$ cat src/rtl/pwm_prescaled_pkg.sv
package pwm_prescaled_pkg;

  localparam int DIV_CODES = 6;

  typedef enum logic [2:0] {
    DIV_2  = 3'd0,
    DIV_4  = 3'd1,
    DIV_8  = 3'd2,
    DIV_16 = 3'd3,
    DIV_32 = 3'd4,
    DIV_64 = 3'd5
  } div_code_e;

  // Terminal count of the prescaler for a select code; unused codes give /2.
  function automatic logic [7:0] div_terminal(input logic [2:0] code);
    logic [7:0] term;
    term = 8'd1;
    for (int i = 0; i < DIV_CODES; i++) begin
      if (code == 3'(i)) term = 8'((2 << i) - 1);
    end
    return term;
  endfunction

endpackage

$ cat src/rtl/pwm_tick_div.sv
module pwm_tick_div
  import pwm_prescaled_pkg::*;
#(
  parameter int SEL_W = 3,
  parameter int PRE_W = 6
) (
  input  logic             clk,
  input  logic             rst_n,
  input  logic             run,
  input  logic [SEL_W-1:0] sel,
  output logic             tick,
  output logic [PRE_W-1:0] pre_cnt
);

  logic [7:0]       term_full;
  logic [PRE_W-1:0] term;

  always_comb begin
    term_full = div_terminal(3'(sel));
    term      = term_full[PRE_W-1:0];
  end

  // ">=" keeps a divide change that lands mid-count from waiting a full wrap.
  assign tick = run && (pre_cnt >= term);

  always_ff @(posedge clk) begin
    if (!rst_n || !run || tick) pre_cnt <= '0;
    else                        pre_cnt <= pre_cnt + 1'b1;
  end

endmodule

$ cat src/rtl/pwm_period_core.sv
module pwm_period_core #(
  parameter int CNT_W = 16
) (
  input  logic             clk,
  input  logic             rst_n,
  input  logic             run,
  input  logic             tick,
  input  logic [CNT_W-1:0] cyc_in,
  input  logic [CNT_W-1:0] off_in,
  output logic [CNT_W-1:0] cnt,
  output logic [CNT_W-1:0] cyc_sh,
  output logic [CNT_W-1:0] off_sh
);

  logic wrap;
  assign wrap = tick && (cnt == cyc_sh);

  always_ff @(posedge clk) begin
    if (!rst_n) begin
      cnt    <= '0;
      cyc_sh <= '0;
      off_sh <= '0;
    end else if (!run) begin
      cnt    <= '0;
      cyc_sh <= cyc_in;
      off_sh <= off_in;
    end else if (wrap) begin
      cnt    <= '0;
      cyc_sh <= cyc_in;
      off_sh <= off_in;
    end else if (tick) begin
      cnt    <= cnt + 1'b1;
    end
  end

endmodule

$ cat src/rtl/pwm_compare.sv
module pwm_compare #(
  parameter int CNT_W = 16
) (
  input  logic             run,
  input  logic [CNT_W-1:0] cnt,
  input  logic [CNT_W-1:0] cyc_sh,
  input  logic [CNT_W-1:0] off_sh,
  output logic             level
);

  logic legal;
  assign legal = off_sh < cyc_sh;
  assign level = run && legal && (cnt > off_sh);

endmodule

$ cat src/rtl/pwm_prescaled.sv
module pwm_prescaled #(
  parameter int CNT_W = 16,
  parameter int SEL_W = 3,
  parameter int PRE_W = 6
) (
  input  logic             clk,
  input  logic             rst_n,
  input  logic             en,
  input  logic [SEL_W-1:0] div_sel,
  input  logic [CNT_W-1:0] cycle_val,
  input  logic [CNT_W-1:0] off_val,
  output logic             pwm_out
);

  logic             tick;
  logic [PRE_W-1:0] pre_cnt;
  logic [CNT_W-1:0] cnt;
  logic [CNT_W-1:0] cyc_sh;
  logic [CNT_W-1:0] off_sh;

  pwm_tick_div #(.SEL_W(SEL_W), .PRE_W(PRE_W)) u_div (
    .clk     (clk),
    .rst_n   (rst_n),
    .run     (en),
    .sel     (div_sel),
    .tick    (tick),
    .pre_cnt (pre_cnt)
  );

  pwm_period_core #(.CNT_W(CNT_W)) u_core (
    .clk    (clk),
    .rst_n  (rst_n),
    .run    (en),
    .tick   (tick),
    .cyc_in (cycle_val),
    .off_in (off_val),
    .cnt    (cnt),
    .cyc_sh (cyc_sh),
    .off_sh (off_sh)
  );

  pwm_compare #(.CNT_W(CNT_W)) u_cmp (
    .run    (en),
    .cnt    (cnt),
    .cyc_sh (cyc_sh),
    .off_sh (off_sh),
    .level  (pwm_out)
  );

endmodule

$ cat config.mk
export PLATFORM = sky130hd
export DESIGN_NAME = pwm_prescaled
export DESIGN_NICKNAME = d
export VERILOG_FILES = /design/src/rtl/pwm_prescaled_pkg.sv /design/src/rtl/pwm_tick_div.sv /design/src/rtl/pwm_period_core.sv /design/src/rtl/pwm_compare.sv /design/src/rtl/pwm_prescaled.sv
export SDC_FILE = /design/constraint.sdc
export NUM_CORES = 1
export LEC_CHECK = 0
export ABC_CLOCK_PERIOD_IN_PS = 3850
export BUFFER_PORTS_ARGS = -buffer_cell sky130_fd_sc_hd__buf_2
export CORE_ASPECT_RATIO = 1.4
export CORE_UTILIZATION = 38
export CTS_BUF_LIST = sky130_fd_sc_hd__clkbuf_8
export DETAILED_ROUTE_END_ITERATION = 7
export HOLD_SLACK_MARGIN = 0.06
export PLACE_DENSITY = 0.67
export SLEW_MARGIN = 20
export SYNTH_ARGS = -nofsm -noshare
export SYNTH_HDL_FRONTEND = slang
export SYNTH_SLANG_ARGS = --single-unit
$ cat constraint.sdc
create_clock -name clk -period 3.85 [get_ports clk]
set_clock_uncertainty 0.05 [all_clocks]
set_input_delay 0.5775 -clock clk [delete_from_list [all_inputs] [get_ports clk]]
set_output_delay 0.5775 -clock clk [all_outputs]
set_load 0.03 [all_outputs]
==> out/results.tsv <==
metric	value	unit
RSZ-0062 raised after global routing	no	
R2R cell count	6	
Power Dens Cells	298	nW/µm²
#FFs+latches synth	54	
Hold Path Class	flop to flop	
postcts setup bufs	0	
vias in the first global route	3533	
Final Setup Violations	0	
asr flop ratio synth	0	%
flop2flop setup slack	1330	ps
row cnt	43	
die footprint	10900	µm²
DRT Pass-1 Iters	4	
worst r2r src	u_core.cnt[8]$_SDFFE_PP0P_	
CTS tree	done	
gpl congestion	0.869	
Crit path required time	3220	ps
detailed router's first-iteration violation count	222	
LEAKAGE	0.00160	µW
CP Buf/Inv Count	2	
pin count of the biggest net entering global routing	66	
Switching Share	30.2	%
FF/Latch Area	1080	µm²
post_cts resized	0	
Syn Nets	588	
grt ovf	0	
Die Height	123	µm
post-place setup slack	689	ps
hold_sp	u_div.pre_cnt[0]$_SDFF_PP0_	
Hold Crit Endpoint	u_div.pre_cnt[0]$_SDFF_PP0_	
Tcrit/Tclk final	85.6	%
crit end category	output pin	
clk buf depth	2	
initial antenna violation count	0	
CP top delay family	compound AO/OA/AOI/OAI gates	
first-pass GRT wire length	16400	µm
Area contributors post-synth	dfxtp_1, ha_1, nand3_1, nand4_1, xnor2_1	
Vias/cell	5.64	
number of CTS-inserted buffers	5	
most common cell after layout, fill and taps aside	nand3_1	
reg2reg end	u_core.cnt[11]$_SDFFE_PP0P_	
setup TNS	0	ps
CP max-delay cell	a2111oi_0	
area delta synth->final	8.21	%
Logic pwr share	20.6	%
syn avg cell area	7.78	µm²
Yosys Warn Count	0	
Die W	88.5	µm
Post-Synthesis Cells	511	
multi-input logic area	2580	µm²
ys flop type	dfxtp_1	
Clock Pin Slew Worst Setup and Hold Paths	100	ps
commonest non-fill, non-tap cells in the layout	nand3_1, dfxtp_1, nand4_1, ha_1, buf_2	
fillers	1043	
Distinct cells, synth	42	
Routed WL per cell	14.9	µm
clock share of power	30.1	%
post-DP HPWL	7330	µm
Cell Area, Synth	3980	µm²
share of cells above drive strength 1	10.7	%
sequential power share	49.3	%
hold_buf cts	0	
slowest stage delay, CP	520	ps
num ports	39	
final core occ	42.8	%
H-tree Lvls	2	
number of synthesized flops with an enable pin	0	
Hold Crit Depth	1	
f_max	303	MHz
# port buffers	38	
post-synth top area share	27.2	%
Sw Pwr	387	µW
# Max-Cap Violations	0	
internal power component	895	µW
fin crit period	3300	ps
clk_lat worst skew	320	ps
via count	3698	
clk sink count	54	
most area-hungry cell type in the Yosys netlist	dfxtp_1	
outcome	completed	
relative slew slack	37.8	%
Nets	597	
final hold slack	417	ps
register area share after synthesis	27.2	%
Worst Path Arrival	2670	ps
Hold Vio Cnt, Final	0	
n_diodes	0	
VDD IR max	0.116	mV
Slew @ Worst Pin	932	ps
Setup WS post-layout	553	ps
CP cell instances	inv_1 > ha_1 > a211oi_1 > nor2_1 > a2111oi_0 > o311ai_0 > a21oi_1 > buf_2	
Critical Path Fanout Max	3	
gr usage total	19.3	%
Max Slew Vio Count	0	
Core Region	10100	µm²
Clock Root Buffer	clkbuf_8	
ANT nets after route	0	
final wirelength	9810	µm
Residual DRC	0	
initial core utilization	39.5	%
CP Launch Type	flop	
critical path class	flop to output pin	
## synthesized netlist by cell type, drive strengths merged, types with 6 or more instances
library cell	n
o211ai	18
inv	36
nor2	38
nand2	10
nor3	6
or4	6
buf	18
o21a	18
or3b	15
clkbuf	23
xnor2	26
dfxtp	54
nand4	46
ha	39
o21ai	22
a21oi	20
nand3	78
## flip-flops by register name, summed over array words and instances, names as in the netlist
| signal | flops |
|---|---|
| u_core.cnt | 16 |
| u_core.cyc_sh | 16 |
| u_core.off_sh | 16 |
| u_div.pre_cnt | 6 |
## worst reg2reg max path: cells and delay by family, from the launching register on
family / cells / cell delay, ps
AO/OA/AOI/OAI: 1 / 550
XOR/XNOR: 1 / 170
buffers and inverters: 1 / 550
flip-flops: 1 / 530
AND/OR/NAND/NOR: 3 / 560
## power by group through the flow
| stage | Combinational [µW] | Clock, µW | Sequential (µW) |
|---|---|---|---|
| after floorplan | 195 | 0 | 626 |
| after global placement | 251 | 0 | 645 |
| after detailed placement | 266 | 0 | 645 |
| after CTS | 267 | 395 | 632 |
| after global routing | 302 | 419 | 636 |
| final | 265 | 386 | 632 |
## metrics by stage
stage          power [µW]  std cells  instance area [µm²]
3_3_place_gp          895        648                 4190
2_1_floorplan         822        511                 3980
3_5_place_dp          911        648                 4190
4_1_cts              1290        656                 4300
6_report             1280        656                 4300
5_1_grt              1360        656                 4300
## area by class of cell
type	instances	area share [%]
clock buffer	5	1.60
clock inverter	3	0.959
inverter	36	3.14
multi-input combinational	380	60.0
sequential	54	25.1
tap	135	3.92
timing repair buffer	43	5.29
## how the worst max path moves through the flow
stage	start	to	slack, ps	cells past startpoint
detailed placement	div_sel[1]	u_core.cyc_sh[7]$_SDFFE_PN0P_	690	10
global placement	div_sel[1]	u_core.cyc_sh[5]$_SDFFE_PN0P_	780	10
global route	u_core.cyc_sh[13]$_SDFFE_PN0P_	pwm_out	190	8
floorplan	u_core.cyc_sh[13]$_SDFFE_PN0P_	pwm_out	1120	7
CTS	u_core.cyc_sh[13]$_SDFFE_PN0P_	pwm_out	500	8
finish	u_core.cyc_sh[13]$_SDFFE_PN0P_	pwm_out	550	8
## cells by family after synthesis
group                    synth area share, %
AND/OR/NAND/NOR                         30.3
AO/OA/AOI/OAI                           15.5
buffers and inverters                   8.34
flip-flops                              27.2
adder cells (fa/ha/maj)                 12.3
XOR/XNOR                                6.17
multiplexers                           0.252
## metal layers
| metal | part of all wire (%) | wire length (µm) | GRT usage, % |
|---|---|---|---|
| met1 | 42 | 4160 | 22.0 |
| met2 | 51 | 4990 | 34.6 |
| met3 | 2.4 | 235 | 2.07 |
| met4 | 4.3 | 418 | 10.2 |
| met5 | 0 | 0 | 0 |
No activity file was read; power rests on OpenSTA's default activity.
